[config.mk]
export PLATFORM = sky130hd
export DESIGN_NAME = cmd_slot_ctrl
export DESIGN_NICKNAME = d
export VERILOG_FILES = /design/src/rtl/cmd_slot_pkg.sv /design/src/rtl/cmd_slot_port.sv /design/src/rtl/cmd_slot_regs.sv /design/src/rtl/cmd_slot_flags.sv /design/src/rtl/cmd_slot_ctrl.sv
export SDC_FILE = /design/constraint.sdc
export NUM_CORES = 1
export LEC_CHECK = 0
export BUFFER_PORTS_ARGS = -buffer_cell sky130_fd_sc_hd__buf_2
export CAP_MARGIN = 0
export CORE_MARGIN = 5
export CORE_UTILIZATION = 55
export CTS_CLUSTER_DIAMETER = 30
export DETAILED_ROUTE_END_ITERATION = 16
export GPL_TIMING_DRIVEN = 1
export HOLD_SLACK_MARGIN = 0.15
export PLACE_DENSITY = 0.8
export SLEW_MARGIN = 5
export SYNTH_ARGS = -nofsm -noshare
export SYNTH_HDL_FRONTEND = slang
export SYNTH_SLANG_ARGS = --single-unit
[constraint.sdc]
create_clock -name clk_i -period 1.72 [get_ports clk_i]
set_input_delay 0 -clock clk_i [delete_from_list [all_inputs] [get_ports clk_i]]
set_output_delay 0 -clock clk_i [all_outputs]
set_load 0.01 [all_outputs]
[src/rtl/cmd_slot_pkg.sv]
package cmd_slot_pkg;
  typedef enum logic [2:0] {
    SEL_S1TX  = 3'd0,
    SEL_S2TX  = 3'd1,
    SEL_S1RX  = 3'd2,
    SEL_S2RX  = 3'd3,
    SEL_FLAGS = 3'd4
  } sel_e;

  localparam int NFLAGS  = 7;
  localparam int F_S1TXE = 0;
  localparam int F_S2TXE = 1;
  localparam int F_TXE   = 2;
  localparam int F_S1BSY = 3;
  localparam int F_S2BSY = 4;
  localparam int F_S1VLD = 5;
  localparam int F_S2VLD = 6;
endpackage

[src/rtl/cmd_slot_port.sv]
module cmd_slot_port #(
  parameter int ADDR_W = 7,
  parameter int DATA_W = 16
) (
  input  logic              clk_i,
  input  logic              rst_ni,
  input  logic              launch_i,
  input  logic              dir_rd_i,
  input  logic [ADDR_W-1:0] addr_i,
  input  logic [DATA_W-1:0] data_i,
  input  logic              ack_i,
  output logic              req_o,
  output logic              we_o,
  output logic [ADDR_W-1:0] addr_o,
  output logic [DATA_W-1:0] wdata_o,
  output logic              rd_done_o
);
  always_ff @(posedge clk_i or negedge rst_ni) begin
    if (!rst_ni) begin
      req_o   <= 1'b0;
      we_o    <= 1'b0;
      addr_o  <= '0;
      wdata_o <= '0;
    end else if (launch_i) begin
      req_o   <= 1'b1;
      we_o    <= ~dir_rd_i;
      addr_o  <= addr_i;
      wdata_o <= data_i;
    end else if (req_o && ack_i) begin
      req_o <= 1'b0;
    end
  end

  assign rd_done_o = req_o & ack_i & ~we_o;
endmodule

[src/rtl/cmd_slot_regs.sv]
module cmd_slot_regs #(
  parameter int SLOT_W = 20,
  parameter int DATA_W = 16
) (
  input  logic              clk_i,
  input  logic              rst_ni,
  input  logic              wr_s1_i,
  input  logic              wr_s2_i,
  input  logic [SLOT_W-1:0] wdata_i,
  input  logic              rd_done_i,
  input  logic [DATA_W-1:0] cdc_rdata_i,
  output logic [SLOT_W-1:0] s1tx_o,
  output logic [SLOT_W-1:0] s2tx_o,
  output logic [SLOT_W-1:0] s1rx_o,
  output logic [SLOT_W-1:0] s2rx_o
);
  localparam int PAD_W = SLOT_W - DATA_W;
  localparam int DIR   = SLOT_W - 1;

  always_ff @(posedge clk_i or negedge rst_ni) begin
    if (!rst_ni) begin
      s1tx_o <= '0;
      s2tx_o <= '0;
      s1rx_o <= '0;
      s2rx_o <= '0;
    end else begin
      if (wr_s1_i) s1tx_o <= wdata_i;
      if (wr_s2_i) s2tx_o <= wdata_i;
      if (rd_done_i) begin
        s1rx_o      <= s1tx_o;
        s1rx_o[DIR] <= 1'b0;
        s2rx_o      <= {cdc_rdata_i, {PAD_W{1'b0}}};
      end
    end
  end
endmodule

[src/rtl/cmd_slot_flags.sv]
module cmd_slot_flags
  import cmd_slot_pkg::*;
(
  input  logic              clk_i,
  input  logic              rst_ni,
  input  logic              wr_s1_i,
  input  logic              wr_s2_i,
  input  logic              launch_rd_i,
  input  logic              rd_done_i,
  input  logic              rd_s1rx_i,
  input  logic              rd_s2rx_i,
  output logic [NFLAGS-1:0] flags_o
);
  always_ff @(posedge clk_i or negedge rst_ni) begin
    if (!rst_ni) begin
      flags_o <= NFLAGS'(7'b000_0111);
    end else begin
      if (wr_s1_i) flags_o[F_S1TXE] <= 1'b0;
      if (wr_s2_i) flags_o[F_S2TXE] <= 1'b0;
      if (wr_s1_i || wr_s2_i) flags_o[F_TXE] <= 1'b0;
      if (launch_rd_i) begin
        flags_o[F_S1BSY] <= 1'b1;
        flags_o[F_S2BSY] <= 1'b1;
      end else if (rd_done_i) begin
        flags_o[F_S1BSY] <= 1'b0;
        flags_o[F_S2BSY] <= 1'b0;
      end
      // completion wins over a same-cycle read clear
      if (rd_done_i) begin
        flags_o[F_S1VLD] <= 1'b1;
        flags_o[F_S2VLD] <= 1'b1;
      end else begin
        if (rd_s1rx_i) flags_o[F_S1VLD] <= 1'b0;
        if (rd_s2rx_i) flags_o[F_S2VLD] <= 1'b0;
      end
    end
  end
endmodule

[src/rtl/cmd_slot_ctrl.sv]
module cmd_slot_ctrl
  import cmd_slot_pkg::*;
#(
  parameter int SLOT_W = 20,
  parameter int ADDR_W = 7,
  parameter int DATA_W = 16
) (
  input  logic              clk_i,
  input  logic              rst_ni,
  input  logic              wr_en_i,
  input  logic              rd_en_i,
  input  logic [2:0]        sel_i,
  input  logic [SLOT_W-1:0] wdata_i,
  output logic [SLOT_W-1:0] rdata_o,
  output logic              cdc_req_o,
  output logic              cdc_we_o,
  output logic [ADDR_W-1:0] cdc_addr_o,
  output logic [DATA_W-1:0] cdc_wdata_o,
  input  logic              cdc_ack_i,
  input  logic [DATA_W-1:0] cdc_rdata_i
);
  localparam int DIR      = SLOT_W - 1;
  localparam int ADDR_LSB = DIR - ADDR_W;
  localparam int DATA_LSB = SLOT_W - DATA_W;

  logic [SLOT_W-1:0] s1tx, s2tx, s1rx, s2rx;
  logic [NFLAGS-1:0] flags;
  logic wr_s1, wr_s2, launch, rd_done;

  assign wr_s2  = wr_en_i && (sel_i == SEL_S2TX);
  assign wr_s1  = wr_en_i && (sel_i == SEL_S1TX) && !cdc_req_o;
  assign launch = wr_s1;

  cmd_slot_port #(.ADDR_W(ADDR_W), .DATA_W(DATA_W)) u_port (
    .clk_i     (clk_i),
    .rst_ni    (rst_ni),
    .launch_i  (launch),
    .dir_rd_i  (wdata_i[DIR]),
    .addr_i    (wdata_i[DIR-1:ADDR_LSB]),
    .data_i    (s2tx[SLOT_W-1:DATA_LSB]),
    .ack_i     (cdc_ack_i),
    .req_o     (cdc_req_o),
    .we_o      (cdc_we_o),
    .addr_o    (cdc_addr_o),
    .wdata_o   (cdc_wdata_o),
    .rd_done_o (rd_done)
  );

  cmd_slot_regs #(.SLOT_W(SLOT_W), .DATA_W(DATA_W)) u_regs (
    .clk_i       (clk_i),
    .rst_ni      (rst_ni),
    .wr_s1_i     (wr_s1),
    .wr_s2_i     (wr_s2),
    .wdata_i     (wdata_i),
    .rd_done_i   (rd_done),
    .cdc_rdata_i (cdc_rdata_i),
    .s1tx_o      (s1tx),
    .s2tx_o      (s2tx),
    .s1rx_o      (s1rx),
    .s2rx_o      (s2rx)
  );

  cmd_slot_flags u_flags (
    .clk_i       (clk_i),
    .rst_ni      (rst_ni),
    .wr_s1_i     (wr_s1),
    .wr_s2_i     (wr_s2),
    .launch_rd_i (launch && wdata_i[DIR]),
    .rd_done_i   (rd_done),
    .rd_s1rx_i   (rd_en_i && (sel_i == SEL_S1RX)),
    .rd_s2rx_i   (rd_en_i && (sel_i == SEL_S2RX)),
    .flags_o     (flags)
  );

  always_comb begin
    case (sel_i)
      SEL_S1TX:  rdata_o = s1tx;
      SEL_S2TX:  rdata_o = s2tx;
      SEL_S1RX:  rdata_o = s1rx;
      SEL_S2RX:  rdata_o = s2rx;
      SEL_FLAGS: rdata_o = SLOT_W'(flags);
      default:   rdata_o = '0;
    endcase
  end
endmodule

; ---- Yosys cells after proc, flatten, opt, wreduce, memory -nomap -nowiden
; Index checks and enable logic that the tools add are counted.
[word_totals]
register_bits = 107
input_bits = 44
out_inout_bits = 45
elab_cells = 44
[classes]
eq_ne = 4
n_mux = 8
n_bitwise = 4
n_reduce_logical = 14
[ops]
columns = operator, n
row1 = $pmux W20 S5, 1
row2 = $reduce_bool A2 Y1, 4
row3 = $logic_and A1 B1 Y1, 7
row4 = $eq A3 B2 Y1 const B, 2
row5 = $mux W2, 3
row6 = $mux W1, 4
row7 = $eq A3 B1 Y1 const B, 1
row8 = $eq A3 B3 Y1 const B, 1
row9 = $logic_not A3 Y1, 1
row10 = $and A1 B1 Y1, 2
row11 = $not A1 Y1, 2
row12 = $logic_not A1 Y1, 1
row13 = $logic_or A1 B1 Y1, 1

; ---- Depth between registers and ports, before layout
[logic_depth]
word_depth = 5
ltp_mapped = 5
depth_no_buf = 3

; ---- Hierarchy
; A second synthesis with hierarchy kept.
[unflattened]
cells_unflattened = 310
area_unflattened_um2 = 4929.7
[modules_own_cells]
columns = mod, instances, cells_each, area_per_inst_um2, seq_area_each_um2
row1 = cmd_slot_regs, 1, 164, 2966.6, 1876.8
row2 = cmd_slot_port, 1, 56, 1034.7, 625.6
row3 = cmd_slot_ctrl, 1, 74, 713.2, 0.0
row4 = cmd_slot_flags, 1, 16, 215.2, 153.9

; ---- Least setup slack after synthesis
; Ideal clock, no wire load.
[synth_timing]
path_type = reg-to-reg
start = reg u_port.req_o
end = reg u_regs.s1rx_o[10]
setup_ps = 125
arrival_time_ps = 1323
required_ps = 1595
path_slack_ps = 273
stages_incl_launch_ff = 5
n_path_buf = 2
period_less_slack_ps = 1447
cell_sequence = dfrtp_1 -> nand3_1 -> buf_2 -> buf_2 -> mux2_2
[synth_via]
elab_chain_len = 2
[synth_rtl]
columns = item, line_no
row1 = start: declaration, cmd_slot_port.sv:12  ; output logic req_o,
row2 = start signal: assignment, cmd_slot_port.sv:20  ; req_o <= 1'b0;
row3 = start signal: assignment, cmd_slot_port.sv:25  ; req_o <= 1'b1;
row4 = start signal: assignment, cmd_slot_port.sv:30  ; req_o <= 1'b0;
row5 = $and A1 B1 Y1 (2 in a row), cmd_slot_port.sv:34  ; assign rd_done_o = req_o & ack_i & ~we_o;
row6 = end signal: assignment, cmd_slot_regs.sv:30  ; s1rx_o <= s1tx_o;
row7 = end: declaration, cmd_slot_regs.sv:14  ; output logic [SLOT_W-1:0] s1rx_o,
; No other way between the ends.
; A chain may end at the register's enable or synchronous reset.

; ---- Final worst setup path
[layout_timing]
start = reg u_regs.s2tx_o[10]
end = out rdata_o[10]
[layout_via]
elab_chain_len = 1
[layout_rtl]
columns = item, line_no
row1 = start: declaration, cmd_slot_regs.sv:13  ; output logic [SLOT_W-1:0] s2tx_o,
row2 = start signal: assignment, cmd_slot_regs.sv:28  ; if (wr_s2_i) s2tx_o <= wdata_i;
row3 = $pmux W20 S5, cmd_slot_ctrl.sv:76  ; case (sel_i)
row4 = end: declaration, cmd_slot_ctrl.sv:14  ; output logic [SLOT_W-1:0] rdata_o,
; No other way between the ends.

==> results by group <==
Timing
  • Worst slew margin: 67.6%
  • Crit share post-route: 90.5%
  • Finish-stage setup viols: 0
  • F_max: 0.643 GHz
  • Final min period: 1.56 ns
  • RSZ-0062 raised after global routing: false
  • Setup TNS Final: 0 ns
  • Final hold viol count: 0
  • Final worst slack: 0.164 ns
  • Worst-margin pin slew: 0.485 ns
  • Slew Limit Fails: 0
  • Clock skew: 0.00948 ns

Logic synthesis
  • Synth area leaders: dfrtp_1 (55%), mux2_2 (21%), mux4_2 (6.2%)
  • Share of the synthesized area in the top cell type: 54.7%
  • Post-synth EDFFs: 0
  • Yosys top cell by area: dfrtp_1
  • Main synth FF type: dfrtp_1
  • Cell variety after synth: 27
  • Synth warn: 0
  • Synth Cell Area: 4390 sq um
  • Post-synthesis sequential area ratio: 56.5%
  • Mapped Cells: 290
  • Syn Nets: 334
  • Ys async rst share: 100%
  • Yosys reg bits: 99
  • Avg Inst Size Synth: 15.1 sq um

Clock network
  • CTS tree: yes
  • Number of clock sinks: 99
  • Worst-Skew Late Latency: 0.35 ns
  • CTS resizes: 0
  • Total CTS buffers: 9
  • # hold bufs at CTS: 40
  • CTS clk-pin slew, worst paths: 0.09 ns
  • CTS root buffer: clkbuf_8
  • Htree depth: 3
  • CTS Buffer Depth: 2
  • Setup bufs post-CTS: 0

Drt
  • Vias: 2893
  • DRC errors left: 0
  • Initial DRT Pass Iterations: 4
  • Routed Antenna Nets: 0
  • DR vias/cell: 5.50
  • Final wirelength: 9.78 mm
  • Iteration-0 DRC Markers: 129
  • Wirelength per Cell: 18.6 um

Placement
  • Final HPWL DP: 6.45 mm
  • Pre-CTS WS: 0.279 ns
  • Final GP Congestion: 0.793
  • I/O Buffers: 88

Critical path
  • Critical register-to-register path endpoint: u_port.wdata_o[3]$_DFFE_PN0P_
  • CP Class: reg -> out
  • Worst Setup End Kind: primary output
  • Reg2Reg Setup Slack: 0.26 ns
  • Arr. time, crit path: 1.56 ns
  • R2R cell count: 3
  • CP max FO: 3
  • WP data required: 1.72 ns
  • Critical R2R Launch: u_port.req_o$_DFFE_PN0P_
  • CP startpoint kind: flop

GRT
  • GRT Util Overall: 21.3%
  • First-pass GRT wire length: 16.2 mm
  • Grt ovf: 0
  • Vias in the first global route: 3149
  • Antenna violations before repair: 0
  • Largest net degree at the start of global routing: 38

Floorplanning
  • Die width: 99.4 um
  • # rows: 32
  • Die area: 9870 sq um
  • Initial Util: 56.5%
  • CORE AREA: 7770 sq um
  • Die Y: 99.4 um
  • I/O pins: 89

Final layout
  • Diode count: 0
  • Synth-to-layout area growth: 25.6%
  • Nets: 463
  • Fillers: 545
  • Share of cells above drive strength 1: 51.9%

Job
  • Maxcap violations: 0

Power
  • Maximum vdd ir drop: 566 uV
  • Pleak: 0.00262 uW
  • Power density over the cells: 1190 nW/um^2

Hold path
  • HP Class: in -> async

Status
  • Outcome: complete, no violations
## cell usage in the layout, fill, tap and decap left out
| master | Yosys | final |
|---|---|---|
| nor2b_1 | 16 | 16 |
| mux4_2 | 12 | 12 |
| a22oi_1 | 5 | 5 |
| or2_1 | 1 | 1 |
| nand2_1 | 3 | 3 |
| nand2b_1 | 2 | 2 |
| buf_12 | 0 | 3 |
| nor3_4 | 1 | 1 |
| a311o_1 | 1 | 1 |
| nor2_1 | 3 | 2 |
| a31o_2 | 2 | 2 |
| a22o_1 | 1 | 1 |
| buf_4 | 11 | 14 |
| dlygate4sd3_1 | 0 | 39 |
| clkbuf_1 | 3 | 2 |
| nor2_2 | 0 | 1 |
| mux2i_1 | 11 | 11 |
| o21ai_0 | 2 | 2 |
| dfrtp_1 | 96 | 96 |
| nor3_1 | 2 | 2 |
| nor3b_1 | 1 | 1 |
| mux2_1 | 10 | 10 |
| nand3_2 | 0 | 1 |
| inv_1 | 3 | 3 |
| mux2_2 | 82 | 82 |
| buf_2 | 7 | 87 |
| dfstp_2 | 3 | 3 |
| a21o_1 | 1 | 1 |
| o22ai_1 | 6 | 6 |
| clkinv_2 | 0 | 3 |
| clkbuf_8 | 0 | 11 |
## stage by stage
step	power (uW)	utilization, %	hold slack, ns	cell area (sq um)	cells
after floorplan	4560	-	-0.296	4390	290
after global placement	5100	63.5	-0.0504	4930	470
after detailed placement	5190	63.5	-0.0411	4930	470
after CTS	6600	71.0	0.219	5520	526
after global routing	6960	71.0	0.215	5520	526
final	6550	71.0	0.238	5520	526
## Yosys cell counts (2+ instances only)
library cell  number
a22oi_1            5
a31o_2             2
buf_2              7
buf_4             11
buf_6              4
clkbuf_1           3
dfrtp_1           96
dfstp_2            3
inv_1              3
mux2_1            10
mux2_2            82
mux2i_1           11
mux4_2            12
nand2_1            3
nand2b_1           2
nor2_1             3
nor2b_1           16
nor3_1             2
o21ai_0            2
o22ai_1            6
## where the power goes
part	internal, uW	switching [uW]
combinational	1070	687
sequential	3040	428
clock	600	734
total	4700	1850
## sequential cells by signal, indices dropped and copies added (netlist names)
name and flops:
u_flags.flags_o 6, u_port.addr_o 6, u_port.req_o 1, u_port.wdata_o 16
u_port.we_o 1, u_regs.s1rx_o 19, u_regs.s1tx_o 14, u_regs.s2rx_o 16
u_regs.s2tx_o 20
## area by class of cell
type	count	area, sq um	area share [%]
flip-flops and latches	99	2480	45.0
multi-input cells	163	1730	31.4
repair buffers	143	991	18.0
clock buffers	13	159	2.88
well taps	102	128	2.31
clock inverters	3	15.0	0.272
inverters	3	11.3	0.204
## worst max path at each step
stage	endpoint	start	slack (ns)
CTS	rdata_o[10]	u_regs.s2tx_o[10]$_DFFE_PN0P_	0.16
global route	rdata_o[10]	u_regs.s1tx_o[10]$_DFFE_PN0P_	0.12
floorplan	u_regs.s1rx_o[10]$_DFFE_PN0P_	u_port.req_o$_DFFE_PN0P_	0.27
detailed placement	u_port.wdata_o[3]$_DFFE_PN0P_	u_port.req_o$_DFFE_PN0P_	0.28
global placement	u_regs.s1tx_o[3]$_DFFE_PN0P_	u_port.req_o$_DFFE_PN0P_	0.30
finish	rdata_o[10]	u_regs.s2tx_o[10]$_DFFE_PN0P_	0.16
## cell families after synthesis
| group | count (synthesis) | synth area share (%) |
|---|---|---|
| flops | 99 | 56.5 |
| buf+inv | 28 | 4.22 |
| compound gates | 18 | 2.93 |
| simple gates | 30 | 4.10 |
| mux | 115 | 32.3 |
## worst max-delay path: stages (launching register included)
cell and delay (ns):
dfrtp_1 0.41, mux4_2 0.48, nor2b_1 0.17, buf_2 0.15
## metal layers
metal	GRT usage, %	vias up	wire [um]
li1	-	1297	-
met1	28.3	1510	4320
met2	34.8	75	4830
met3	5.05	11	471
met4	6.72	0	157
met5	0	-	0
Note: power is estimated with default switching activity, not from simulation.
